## src/rtl/pwt_pkg.sv

```systemverilog
package pwt_pkg;
  localparam int unsigned CNT_W  = 8;
  localparam int unsigned RATE_W = 3;
  localparam int unsigned ADDR_W = 2;
  localparam int unsigned SH_W   = 4;

  localparam logic [ADDR_W-1:0] A_COUNT  = 2'd0;
  localparam logic [ADDR_W-1:0] A_RELOAD = 2'd1;
  localparam logic [ADDR_W-1:0] A_FLAG   = 2'd2;

  // log2 of the prescale divide: CPU source 256>>k, oscillator source 128>>k
  function automatic logic [SH_W-1:0] div_shift(input logic src_osc,
                                                input logic [RATE_W-1:0] rate);
    logic [SH_W-1:0] base;
    base = src_osc ? SH_W'(7) : SH_W'(8);
    return base - SH_W'(rate);
  endfunction

  // mask of the count bits that take part in counting for the active boundary
  function automatic logic [CNT_W-1:0] wrap_mask(input logic evt_mode,
                                                 input logic pwm_mode,
                                                 input logic aload,
                                                 input logic out_en);
    logic [CNT_W-1:0] m;
    if (evt_mode || !pwm_mode) begin
      m = '1;
    end else begin
      unique case ({aload, out_en})
        2'b00:   m = CNT_W'(8'hFF);
        2'b01:   m = CNT_W'(8'h3F);
        2'b10:   m = CNT_W'(8'h1F);
        default: m = CNT_W'(8'h0F);
      endcase
    end
    return m;
  endfunction
endpackage

```

## src/rtl/pwt_prescaler.sv

```systemverilog
module pwt_prescaler #(
  parameter int unsigned PW   = 8,
  parameter int unsigned SH_W = 4
) (
  input  logic            clk,
  input  logic            rst_n,
  input  logic            en,
  input  logic            strobe,
  input  logic [SH_W-1:0] shift,
  output logic            tick
);
  logic [PW-1:0] pre_q;
  logic [PW:0]   one_sh;
  logic [PW-1:0] period_mask;

  assign one_sh      = (PW+1)'(1) << shift;
  assign period_mask = PW'(one_sh - (PW+1)'(1));
  assign tick        = en && strobe && ((pre_q & period_mask) == period_mask);

  always_ff @(posedge clk or negedge rst_n) begin
    if (!rst_n)      pre_q <= '0;
    else if (!en)    pre_q <= '0;
    else if (strobe) pre_q <= pre_q + PW'(1);
  end
endmodule

```

## src/rtl/pwt_event_sync.sv

```systemverilog
module pwt_event_sync #(
  parameter int unsigned STAGES = 2
) (
  input  logic clk,
  input  logic rst_n,
  input  logic evt_in,
  output logic rise
);
  logic [STAGES:0] sh_q;

  always_ff @(posedge clk or negedge rst_n) begin
    if (!rst_n) sh_q <= '0;
    else        sh_q <= {sh_q[STAGES-1:0], evt_in};
  end

  assign rise = sh_q[STAGES-1] && !sh_q[STAGES];
endmodule

```

## src/rtl/pwt_counter.sv

```systemverilog
module pwt_counter #(
  parameter int unsigned CW = 8
) (
  input  logic          clk,
  input  logic          rst_n,
  input  logic          step,
  input  logic [CW-1:0] mask,
  input  logic          wr_cnt,
  input  logic [CW-1:0] wr_data,
  input  logic [CW-1:0] reload,
  output logic [CW-1:0] count_q,
  output logic          wrap_ev
);
  logic at_top;
  logic [CW-1:0] low_next;

  assign at_top   = (count_q & mask) == mask;
  assign wrap_ev  = step && !wr_cnt && at_top;
  assign low_next = (count_q + CW'(1)) & mask;

  always_ff @(posedge clk or negedge rst_n) begin
    if (!rst_n)       count_q <= '0;
    else if (wr_cnt)  count_q <= wr_data;
    else if (wrap_ev) count_q <= reload;
    else if (step)    count_q <= (count_q & ~mask) | low_next;
  end
endmodule

```

## src/rtl/prescaled_wrap_timer.sv

```systemverilog
module prescaled_wrap_timer
  import pwt_pkg::*;
(
  input  logic              clk,
  input  logic              rst_n,
  input  logic              en,
  input  logic              src_osc,
  input  logic [RATE_W-1:0] rate,
  input  logic              cpu_ce,
  input  logic              osc_ce,
  input  logic              evt_mode,
  input  logic              evt_in,
  input  logic              pwm_mode,
  input  logic              aload,
  input  logic              out_en,
  input  logic              wr_en,
  input  logic [ADDR_W-1:0] wr_addr,
  input  logic [CNT_W-1:0]  wr_data,
  input  logic [ADDR_W-1:0] rd_addr,
  output logic [CNT_W-1:0]  rd_data,
  output logic              irq
);
  logic [CNT_W-1:0] count_q;
  logic [CNT_W-1:0] reload_q;
  logic             flag_q;
  logic [CNT_W-1:0] mask;
  logic [SH_W-1:0]  shift;
  logic             src_strobe;
  logic             tick;
  logic             evt_rise;
  logic             step_ev;
  logic             wrap_ev;
  logic             wr_cnt;
  logic             wr_rel;
  logic             clr_flag;

  assign shift      = div_shift(src_osc, rate);
  assign mask       = wrap_mask(evt_mode, pwm_mode, aload, out_en);
  assign src_strobe = src_osc ? osc_ce : cpu_ce;
  assign wr_cnt     = wr_en && (wr_addr == A_COUNT);
  assign wr_rel     = wr_en && (wr_addr == A_RELOAD);
  assign clr_flag   = wr_en && (wr_addr == A_FLAG) && wr_data[0];
  assign step_ev    = en && (evt_mode ? evt_rise : tick);

  pwt_prescaler #(.PW(CNT_W), .SH_W(SH_W)) u_pre (
    .clk(clk), .rst_n(rst_n), .en(en), .strobe(src_strobe),
    .shift(shift), .tick(tick)
  );

  pwt_event_sync #(.STAGES(2)) u_sync (
    .clk(clk), .rst_n(rst_n), .evt_in(evt_in), .rise(evt_rise)
  );

  pwt_counter #(.CW(CNT_W)) u_cnt (
    .clk(clk), .rst_n(rst_n), .step(step_ev), .mask(mask),
    .wr_cnt(wr_cnt), .wr_data(wr_data), .reload(reload_q),
    .count_q(count_q), .wrap_ev(wrap_ev)
  );

  always_ff @(posedge clk or negedge rst_n) begin
    if (!rst_n)      reload_q <= '0;
    else if (wr_rel) reload_q <= wr_data;
  end

  always_ff @(posedge clk or negedge rst_n) begin
    if (!rst_n)        flag_q <= 1'b0;
    else if (wrap_ev)  flag_q <= 1'b1;
    else if (clr_flag) flag_q <= 1'b0;
  end

  always_comb begin
    unique case (rd_addr)
      A_RELOAD: rd_data = reload_q;
      A_FLAG:   rd_data = {{(CNT_W-1){1'b0}}, flag_q};
      default:  rd_data = count_q;
    endcase
  end

  assign irq = flag_q;
endmodule

```

## config.mk

```make
export PLATFORM = sky130hd
export DESIGN_NAME = prescaled_wrap_timer
export DESIGN_NICKNAME = d
export VERILOG_FILES = /design/src/rtl/pwt_pkg.sv /design/src/rtl/pwt_prescaler.sv /design/src/rtl/pwt_event_sync.sv /design/src/rtl/pwt_counter.sv /design/src/rtl/prescaled_wrap_timer.sv
export SDC_FILE = /design/constraint.sdc
export NUM_CORES = 1
export LEC_CHECK = 0
export BUFFER_PORTS_ARGS = -buffer_cell sky130_fd_sc_hd__buf_2
export CAP_MARGIN = 20
export CORE_UTILIZATION = 55
export DETAILED_ROUTE_END_ITERATION = 10
export PLACE_DENSITY_LB_ADDON = 0.08
export SLEW_MARGIN = 20
export SYNTH_ARGS = -nofsm -noshare
export SYNTH_HDL_FRONTEND = slang
export SYNTH_HIERARCHICAL = 1
export SYNTH_SLANG_ARGS = --single-unit
```

## constraint.sdc

```tcl
create_clock -name clk -period 2.9 [get_ports clk]
set_input_delay 0 -clock clk [delete_from_list [all_inputs] [get_ports clk]]
set_output_delay 0 -clock clk [all_outputs]
set_load 0.02 [all_outputs]
```

==> results by group <==
Timing
  – Max Slew Vio Count: 0
  – Slew headroom: 57.61%
  – Unrepaired setup endpoints after global routing: true
  – Setup Viol. Count Final: 1
  – Clock skew: 0.01010 ns
  – Part of the cycle the worst path needs: 100.1%
  – Slack of the critical path: -0.002772 ns
  – Final Critical Period: 2.903 ns
  – Max Freq: 344.5 MHz
  – Measured slew at the worst slew-check pin: 0.6359 ns
  – Final Hold Vio Count: 0

Detailed routing
  – Wire per inst: 14.36 um
  – Total Wirelength: 4.768 mm
  – Post-DR vias/cell: 5.419
  – Initial DRC Count: 151
  – Routed via count: 1,799
  – Antenna Nets Post-Route: 0
  – Drt first pass iters: 4
  – Remaining DRCs: 0

Yosys
  – Cells after Synth: 202
  – Post-synthesis async set-or-reset flop share: 100.0%
  – Post-synthesis simple-gate area fraction: 21.96%
  – Seq cells post-synth: 28
  – Synth area leader: dfrtp_1
  – Synth unique cells: 56
  – EDFF count, synth: 0
  – Main combinational cell family by area after synthesis: simple AND/OR/NAND/NOR gates
  – Avg Inst Size Synth: 9.873 um^2
  – Area share of the largest cell type after synthesis: 35.13%
  – Dominant cells by area after synthesis: dfrtp_1 35%, ha_1 5.6%, mux2_2 5.6%
  – Synthesized area: 0.001994 mm^2
  – Mux cell area share after synthesis: 7.152%
  – Post-synth top flop: dfrtp_1
  – Compound-Gate Fraction of Synth Area: 18.13%
  – Post-synthesis xor/xnor area fraction: 5.709%
  – Adder-cell share of the synthesized area: 6.650%
  – Yosys warns: 6
  – Seq/Total Area, Yosys: 35.13%

Floorplan
  – Initial cell density of the core: 58.39%
  – I/O pins: 36
  – Die area: 0.003871 mm^2
  – Die width: 62.22 um
  – Die outline height: 62.22 um
  – Std-Cell Rows: 21
  – Core region area: 0.003416 mm^2

Global routing
  – GRT Total Usage: 25.64%
  – Total gr overflow: 0
  – First-pass GRT wire length: 7.803 mm
  – Initial antenna violation count: 0
  – Vias in the first global route: 1,766
  – Largest net degree at the start of global routing: 29

Status
  – Outcome: complete, but fails checks
  – Violated checks: negative setup slack

Clocking
  – # H-tree levels: 1
  – CTS max path bufs: 2
  – Clk_lat worst skew: 0.35 ns
  – Clock Sinks: 28
  – CTS tree: built
  – Clk root buf: clkbuf_4
  – Number of buffers created by CTS: 3
  – Clk slew on worst S/H paths: 0.16 ns

Placement
  – Post-detail-place hpwl: 3.316 mm
  – GP Congestion: 0.8181
  – Post-place setup slack: -0.5874 ns
  – PortBufs: 35

Worst setup path
  – Worst Path Required: 3.14 ns
  – Reg2reg setup slack: 0.25 ns
  – Startpoint types: input port
  – Crit path DAT: 3.15 ns
  – WS Path Type: input port to flop
  – Reg-to-reg startpoint: u_pre/pre_q[4]$_DFFE_PN0P_
  – Critical path fanouts, max: 5
  – Critical path endpoint category: flop
  – Reg2Reg Depth: 12

Power and ir drop
  – Leak pwr: 1.253 nW
  – Max IR drop VDD: 211.3 uV
  – Power per Cell Area: 427.2 mW/mm^2

Layout
  – Most frequent cells in the layout: 34 x buf_2, 28 x dfrtp_1, 26 x buf_4
  – Area grow syn2layout: 39.90%
  – Commonest non-fill, non-tap cell in the layout: buf_2
  – Share of post-route cells with drive strength above 1: 37.41%
  – Ant. Diodes: 0
  – Final nets: 324
  – Finished Core Util: 81.69%

Flow run
  – Max-cap violation count: 0

Worst hold path
  – Worst hold path startpoint: wr_addr[0]
  – Hold Crit Endpoint: irq$_DFFE_PN0P_
  – Worst Hold Path Cells: 3
  – Min-Delay Path Class: input port to flop
## power breakdown
part	switching (mW)	internal, mW	leakage (nW)
sequential	0.0615	0.440	0.349
clock	0.123	0.140	0.0279
combinational	0.210	0.218	0.876
total	0.394	0.798	1.25
## kinds of logic (layout without fill, tap and decap cells)
group / count (synthesis) / after routing
muxes: 13 / 13
other: 1 / 8
AOI/OAI and AO/OA: 46 / 46
DFF: 28 / 28
buffers and inverters: 21 / 98
xor gates and xnor gates: 13 / 13
adders and majority gates: 10 / 10
and+or+nand+nor: 70 / 70
## critical path, cell delays in order
cell and delay, ns:
buf_12 0.12, inv_12 0.04, ha_4 0.12, inv_4 0.03, fa_2 0.37, xor2_4 0.18
nor2_4 0.13, nand3b_1 0.13, ha_4 0.29, nor2_2 0.03, a21oi_2 0.09, nand4b_1 0.12
a2111oi_2 0.21, mux2i_1 0.12, nor2b_1 0.17, nand2b_1 0.12, a221oi_4 0.23, nand4_4 0.18
clkinv_4 0.11, mux2i_1 0.08, mux2_4 0.27
## worst max path at each step
stage          startpoint    to  slack (ns)  cells after the start
3_5_place_dp      src_osc  flop       -0.59                     20
6_report          src_osc  flop      -0.003                     21
2_1_floorplan     src_osc  flop       -0.32                     20
4_1_cts           src_osc  flop      -0.006                     21
3_3_place_gp      src_osc  flop       -0.51                     19
5_1_grt           src_osc  flop       -0.19                     21
## metrics by stage
| step | cell area, um^2 | TNS (ns) | total power, mW | hold WS (ns) | cells |
|---|---|---|---|---|---|
| finish | 2790 | -0.002772 | 1.192 | 0.01302 | 332 |
| global route | 2790 | -1.281 | 1.258 | 0.01522 | 332 |
| CTS | 2699 | -0.005559 | 1.177 | 0.006862 | 325 |
| detailed placement | 2447 | -4.599 | 0.8808 | 0.06002 | 304 |
| global placement | 2447 | -3.956 | 0.8712 | 0.06507 | 304 |
| floorplan | 2112 | -1.405 | 0.7559 | -0.2956 | 209 |
## what timing repair did
action,4_1_cts,5_1_grt
pin swaps,8,4
setup buffers,4,7
hold endpoints to repair,54,0
setup endpoints to repair,9,9
hold buffers,13,0
resized for setup,9,8
cloned,0,0
## layer usage
| metal | vias to the layer above | track usage (%) | wire length, um |
|---|---|---|---|
| met5 | - | 0 | 0 |
| met4 | 0 | 7.849 | 109 |
| met3 | 11 | 2.757 | 227 |
| met2 | 59 | 43.54 | 2199 |
| met1 | 843 | 34.45 | 2232 |
| li1 | 886 | - | - |
## synth_stat cells, types with 3 or more instances
| master | n |
|---|---|
| nand3_1 | 6 |
| a22o_1 | 6 |
| mux2i_1 | 3 |
| inv_1 | 14 |
| nor2_1 | 9 |
| or3_1 | 3 |
| nand2_1 | 15 |
| o31ai_1 | 3 |
| xnor2_1 | 11 |
| nor2b_1 | 7 |
| ha_1 | 9 |
| o21ai_0 | 10 |
| nand4_1 | 4 |
| and2_1 | 6 |
| mux2_2 | 10 |
| dfrtp_1 | 28 |
| a31oi_1 | 3 |
| a21oi_1 | 5 |
## cell type report
type,instances,area (um^2)
inverter,17,83.83
clock inverter,1,30.03
tap,46,57.56
clock buffer,3,22.52
multi-input combinational,160,1346
timing repair buffer,77,549.3
sequential,28,700.7
fill,220,625.6
No activity file was read; power rests on OpenSTA's default activity.
